**config.mk**
```make
export PLATFORM = sky130hd
export DESIGN_NAME = psw_flag_unit
export DESIGN_NICKNAME = d
export VERILOG_FILES = /design/src/rtl/psw_pkg.sv /design/src/rtl/psw_cond_flags.sv /design/src/rtl/psw_ctrl_flags.sv /design/src/rtl/psw_flag_unit.sv
export SDC_FILE = /design/constraint.sdc
export NUM_CORES = 1
export LEC_CHECK = 0
export BUFFER_PORTS_ARGS = -buffer_cell sky130_fd_sc_hd__buf_2
export CORE_UTILIZATION = 30
export CTS_BUF_LIST = sky130_fd_sc_hd__clkbuf_16
export DETAILED_ROUTE_END_ITERATION = 10
export PLACE_DENSITY = 0.68
export REMOVE_ABC_BUFFERS = 1
export SLEW_MARGIN = 15
export SYNTH_ARGS = -nofsm -noshare
export SYNTH_HDL_FRONTEND = slang
export SYNTH_SLANG_ARGS = --single-unit
export TNS_END_PERCENT = 30
```
**constraint.sdc**
```tcl
create_clock -name clk -period 3.9 [get_ports clk]
set_input_delay 0.975 -clock clk [delete_from_list [all_inputs] [get_ports clk]]
set_output_delay 0.975 -clock clk [all_outputs]
set_load 0.005 [all_outputs]
```
**src/rtl/psw_pkg.sv**
```systemverilog
package psw_pkg;

    localparam int DW = 8;

    localparam int POS_C = 0;
    localparam int POS_Z = 1;
    localparam int POS_I = 2;
    localparam int POS_H = 3;
    localparam int POS_B = 4;
    localparam int POS_G = 5;
    localparam int POS_V = 6;
    localparam int POS_N = 7;

    localparam int SIGN_BIT = DW - 1;
    localparam int OVF_BIT  = DW - 2;

    typedef enum logic [2:0] {
        OPC_NONE  = 3'd0,
        OPC_ARITH = 3'd1,
        OPC_MOVE  = 3'd2,
        OPC_SHIFT = 3'd3,
        OPC_BIT   = 3'd4
    } op_cls_e;

    typedef struct packed {
        logic n;
        logic v;
        logic g;
        logic b;
        logic h;
        logic i;
        logic z;
        logic c;
    } psw_t;

    typedef struct packed {
        logic c;
        logic z;
        logic n;
        logic h;
        logic v;
    } cond_t;

    typedef struct packed {
        logic i;
        logic g;
        logic b;
    } ctrl_t;

    function automatic logic is_zero(input logic [DW-1:0] val);
        return (val == '0);
    endfunction

endpackage

```
**src/rtl/psw_cond_flags.sv**
```systemverilog
module psw_cond_flags
    import psw_pkg::*;
(
    input  logic [2:0]    op_cls,
    input  logic [DW-1:0] alu_res,
    input  logic          alu_co,
    input  logic          alu_hc,
    input  logic          alu_ovf,
    input  logic [DW-1:0] mem_opnd,
    input  logic          clrv_stb,
    input  cond_t         cur,
    output cond_t         nxt
);

    always_comb begin
        nxt = cur;
        case (op_cls)
            OPC_ARITH: begin
                nxt.c = alu_co;
                nxt.z = is_zero(alu_res);
                nxt.n = alu_res[SIGN_BIT];
                nxt.h = alu_hc;
                nxt.v = alu_ovf;
            end
            OPC_MOVE: begin
                nxt.z = is_zero(alu_res);
                nxt.n = alu_res[SIGN_BIT];
            end
            OPC_SHIFT: begin
                nxt.c = alu_co;
                nxt.z = is_zero(alu_res);
                nxt.n = alu_res[SIGN_BIT];
            end
            OPC_BIT: begin
                nxt.z = is_zero(alu_res);
                nxt.n = mem_opnd[SIGN_BIT];
                nxt.v = mem_opnd[OVF_BIT];
            end
            default: ;
        endcase
        if (clrv_stb) begin
            nxt.v = 1'b0;
            nxt.h = 1'b0;
        end
    end

endmodule

```
**src/rtl/psw_ctrl_flags.sv**
```systemverilog
module psw_ctrl_flags
    import psw_pkg::*;
(
    input  logic  ei_stb,
    input  logic  di_stb,
    input  logic  irq_ack,
    input  logic  setg_stb,
    input  logic  clrg_stb,
    input  logic  brk_stb,
    input  ctrl_t cur,
    output ctrl_t nxt
);

    always_comb begin
        nxt = cur;
        if (irq_ack || di_stb) nxt.i = 1'b0;
        else if (ei_stb)       nxt.i = 1'b1;
        if (clrg_stb)          nxt.g = 1'b0;
        else if (setg_stb)     nxt.g = 1'b1;
        if (brk_stb)           nxt.b = 1'b1;
    end

endmodule

```
**src/rtl/psw_flag_unit.sv**
```systemverilog
module psw_flag_unit
    import psw_pkg::*;
(
    input  logic          clk,
    input  logic          rst,
    input  logic [DW-1:0] alu_res,
    input  logic          alu_co,
    input  logic          alu_hc,
    input  logic          alu_ovf,
    input  logic [2:0]    op_cls,
    input  logic [DW-1:0] mem_opnd,
    input  logic          ei_stb,
    input  logic          di_stb,
    input  logic          setg_stb,
    input  logic          clrg_stb,
    input  logic          clrv_stb,
    input  logic          brk_stb,
    input  logic          irq_ack,
    input  logic          ld_en,
    input  logic [DW-1:0] ld_val,
    output logic [DW-1:0] psw,
    output logic          flag_n,
    output logic          flag_v,
    output logic          flag_g,
    output logic          flag_b,
    output logic          flag_h,
    output logic          flag_i,
    output logic          flag_z,
    output logic          flag_c,
    output logic          dp_hi
);

    psw_t  state_q;
    psw_t  state_d;
    cond_t cond_cur;
    cond_t cond_nxt;
    ctrl_t ctrl_cur;
    ctrl_t ctrl_nxt;

    assign cond_cur = '{c: state_q.c, z: state_q.z, n: state_q.n,
                        h: state_q.h, v: state_q.v};
    assign ctrl_cur = '{i: state_q.i, g: state_q.g, b: state_q.b};

    psw_cond_flags u_cond (
        .op_cls   (op_cls),
        .alu_res  (alu_res),
        .alu_co   (alu_co),
        .alu_hc   (alu_hc),
        .alu_ovf  (alu_ovf),
        .mem_opnd (mem_opnd),
        .clrv_stb (clrv_stb),
        .cur      (cond_cur),
        .nxt      (cond_nxt)
    );

    psw_ctrl_flags u_ctrl (
        .ei_stb   (ei_stb),
        .di_stb   (di_stb),
        .irq_ack  (irq_ack),
        .setg_stb (setg_stb),
        .clrg_stb (clrg_stb),
        .brk_stb  (brk_stb),
        .cur      (ctrl_cur),
        .nxt      (ctrl_nxt)
    );

    always_comb begin
        if (ld_en) begin
            state_d = psw_t'(ld_val);
        end else begin
            state_d.n = cond_nxt.n;
            state_d.v = cond_nxt.v;
            state_d.g = ctrl_nxt.g;
            state_d.b = ctrl_nxt.b;
            state_d.h = cond_nxt.h;
            state_d.i = ctrl_nxt.i;
            state_d.z = cond_nxt.z;
            state_d.c = cond_nxt.c;
        end
    end

    always_ff @(posedge clk) begin
        if (rst) state_q <= '0;
        else     state_q <= state_d;
    end

    assign psw    = state_q;
    assign flag_n = state_q.n;
    assign flag_v = state_q.v;
    assign flag_g = state_q.g;
    assign flag_b = state_q.b;
    assign flag_h = state_q.h;
    assign flag_i = state_q.i;
    assign flag_z = state_q.z;
    assign flag_c = state_q.c;
    assign dp_hi  = state_q.g;

endmodule

```
; After elaboration in Yosys (flattened, before gate mapping)
; Cells that the tools add are included.
[totals]
latchBits = 0
out_inout_bits = 17
mem_bits_ro = 0
ff_bits = 8
memories = 0
mem_bits_rw = 0
in_bits = 40
[classes]
add_sub_neg = 0
mux = 11
shifts = 0
div_mod_pow = 0
n_mul = 0
n_bitwise = 0
n_reduce_logical = 11
n_eq_ne = 4
order_cmp = 0
[op_table]
columns = op, n
row1 = $reduce_bool A3 Y1, 4
row2 = $logic_not A8 Y1, 1
row3 = $mux W8, 1
row4 = $mux W1, 7
row5 = $eq A3 B2 Y1 const B, 2
row6 = $pmux W2 S2, 1
row7 = $reduce_bool A2 Y1, 2
row8 = $reduce_bool A4 Y1, 1
row9 = $eq A3 B1 Y1 const B, 1
row10 = $eq A3 B3 Y1 const B, 1
row11 = $reduce_or A3 Y1, 1
row12 = $mux W2, 1
row13 = $pmux W1 S2, 1
row14 = $reduce_or A2 Y1, 1
row15 = $logic_or A1 B1 Y1, 1

; Depth between registers and ports, before layout
[logic_depth]
ltp_word = 4
ltp_mapped = 4
ltp_nobuf = 3

; Hierarchy
; From an unflattened synthesis, not the netlist that was laid out.
[hier_totals]
hier_cells = 62
hier_area_um2 = 538.0
[modules_own_cells]
columns = mod, area_each_um2, n_inst, cells_per_inst
row1 = psw_flag_unit, 352.8, 1, 35
row2 = psw_cond_flags, 162.7, 1, 22
row3 = psw_ctrl_flags, 22.5, 1, 5

; Worst setup path after synthesis
; No wires, ideal clock.
[synth_timing]
kind = input -> register
start = input port op_cls[1]
end = register state_q, in the netlist flag_n
cell_stages = 3
setup_ns = 0.101
slack_ns = 1.992
arrival_ns = 1.807
n_path_buf = 0
cell_sequence = or3_4 -> a2111o_1 -> o41ai_1
[synth_via]
elab_chain_len = 4
[synth_rtl]
columns = item, line_no
row1 = from (decl), psw_flag_unit.sv:10  ; input logic [2:0] op_cls,
row2 = $eq A3 B2 Y1 / $eq A3 B1 Y1 (equally long branches), psw_cond_flags.sv:17  ; case (op_cls)
row3 = $reduce_or A3 Y1 (no source line), --
row4 = $pmux W2 S2, psw_cond_flags.sv:17
row5 = $mux W8, psw_flag_unit.sv:68  ; if (ld_en) begin
row6 = to (signal assigned), psw_flag_unit.sv:84  ; else state_q <= state_d;
row7 = to (decl), psw_flag_unit.sv:33  ; psw_t state_q;
; Several ways; a longest one is shown, not always the timed one. The select of a mux whose other input is x is not followed.
; A chain may end at the register's enable or synchronous reset.

; Worst setup path after layout
; Ends and elaborated chain as after synthesis.

==> results.txt <==
status = finished, final reports clean
Hold Slack = 488.9 ps
fin crit period = 1852 ps
Worst Path Arrival = 1980 ps
Logic pwr share = 0.182
number of global-route vias before repair = 534
Power Density = 375.0 nW/µm²
Seq/Total Area, Yosys = 0.2729
max incr delay on CP = 410 ps
DPL Wire Length = 1.065 mm
FF+latch count, synth = 8
CP endpoint kind = flop
depth of the CTS H-tree = 1
Hold WC Path Type = flop to flop
net load switching power = 0.06645 mW
final setup vio count = 0
1st-iter DRT viols = 2
effective utilization at floorplan = 0.3291
cell total after placement = 134
RSZ-0062 raised after global routing = false
Cell Area, Placed = 775.7 µm²
Crit Path Max Fanout = 7
Layout area overhead = 44.99%
Worst Path Required = 4030 ps
peak supply drop = 0.1667 mV
Leakage Power = 0.4112 nW
Clock transition at path regs = 40 ps
final instance area = 850.8 µm²
commonest non-fill, non-tap cell in the layout = buf_2
r2r worst-path depth = 3
Worst Hold Path Cells = 2
Post-synth ARST share = 0
crit path kind = input port to flop
Clock Tree Buf Depth = 2
Finished Layout Cells = 137
Root Driver = clkbuf_16
Die Area = 2137 µm²
GRT Residual Overflow = 0
Num CTS Buffers = 3
first-pass GRT wire length = 2.021 mm
CTS tree = built
Max Clock Freq = 0.5400 GHz
worst rel slew slack = 0.7287
Layout Nets = 154
CTS hold repair buffers = 0
crit path max-delay cell type = a2111o_1
CP Depth = 4
gpl congestion = 0.6419
Synth cell types = 34
clock share of power = 0.527
CP Launch Type = input port
Pint = 0.2526 mW
Die Ht = 46.23 µm
Crit path max-delay family = compound AO/OA/AOI/OAI gates
Max Cap Violations = 0
1st-pass router iterations = 2
most frequent cells in the layout = buf_2, dfxtp_1, nor2_1, nor3_1
pre-CTS WS = 1818 ps
Final Util = 0.4772
worst-margin pin slew = 402.7 ps
DRC viols = 0
WL/cell = 9.788 µm
PnR worst setup slack = 2048 ps
Setup TNS = 0 ps
Switching Share = 0.2083
ant diodes = 0
I/O pins = 57
IO Port Bufs = 50
hold violation total from the final report = 0
Setup Skew = 0 ps
Cell Rows = 15
CTS sink cnt = 8
synthesized area = 586.8 µm²
share of cells above drive strength 1 = 0.5179
insertion delay to the later sink of the worst-skew pair = 230 ps
post-CTS setup buffers = 0
Fill cells = 179
Post-synth EDFFs = 0
total power = 0.3191 mW
initial antenna violation count = 0
crit path cell chain = buf_2 -> or3_4 -> a2111o_1 -> o41ai_1
# resized after CTS = 0
Post-Route WL = 1.341 mm
Reg power frac = 0.291
Avg Vias per Cell = 4.847
Mean Syn Cell Area = 8.265 µm²
fin crit share = 0.4749
Bufs and invs on worst path = 1
largest net degree at the start of global routing = 24
die width = 46.23 µm
cells after synthesis = 71
Synthesis Warnings = 0
core box area = 1783 µm²
R2R Setup Slk = 2910 ps
Main synth FF type = dfxtp_1
Pins Over Slew Limit = 0
GR Util All Layers = 0.1398
antenna-violating nets left = 0
Vias = 664
## layer usage
layer  part of all wire  vias to the layer above  GRT usage
met3              0.098                        5    0.04706
met5                  0                        -          0
met2               0.39                       44     0.2282
met1               0.49                      279     0.1535
met4              0.023                        0    0.08824
li1                   -                      336          -
## cell families (layout without fill, tap and decap cells)
kind of cell	after synthesis	in the layout	synth area share
flip-flops	8	8	0.2729
AND/OR/NAND/NOR	32	32	0.3220
AO/OA/AOI/OAI	16	16	0.2175
buffers and inverters	14	55	0.1727
XOR/XNOR	1	1	0.01493
## cell usage after synthesis (2+ instances only)
cell | count | share of area
nand2_1 | 3 | 0.019
nand3_1 | 2 | 0.017
buf_4 | 11 | 0.14
a311oi_1 | 3 | 0.045
or3b_1 | 2 | 0.030
nor2b_1 | 3 | 0.032
nand2b_1 | 2 | 0.021
nor3_1 | 5 | 0.043
dfxtp_1 | 8 | 0.27
nor2_1 | 5 | 0.032
a211oi_1 | 2 | 0.026
a21oi_1 | 3 | 0.026
## power groups by stage
stage	Combinational (mW)	Clock (mW)	Sequential (mW)
floorplan	0.0203	0	0.0960
global placement	0.0580	0	0.0937
detailed placement	0.0586	0	0.0941
CTS	0.0588	0.172	0.0929
global route	0.0666	0.177	0.0942
finish	0.0581	0.168	0.0928
## final timing paths
kind                   from  endpoint
hold / removal       flag_h    flag_h
setup reg to reg     flag_i    flag_i
setup / recovery  op_cls[1]    flag_n
hold reg to reg      flag_h    flag_h
## worst min-delay path: stages, from the launching register on
cell	delay (ps)
dfxtp_1	310
inv_1	60
a311oi_1	70
## flip-flops by register name, indices dropped and copies added, names as in the netlist
signal and count:
dp_hi 1, flag_b 1, flag_c 1, flag_h 1
flag_i 1, flag_n 1, flag_v 1, flag_z 1
## layout make-up
class	instances	area [µm²]	share of cell area
timing repair buffer	50	250.2	0.2941
clock buffer	3	75.07	0.08824
inverter	2	8.758	0.01029
tap	25	31.28	0.03676
multi-input combinational	49	325.3	0.3824
sequential	8	160.2	0.1882
(Power assumes the default switching activity.)
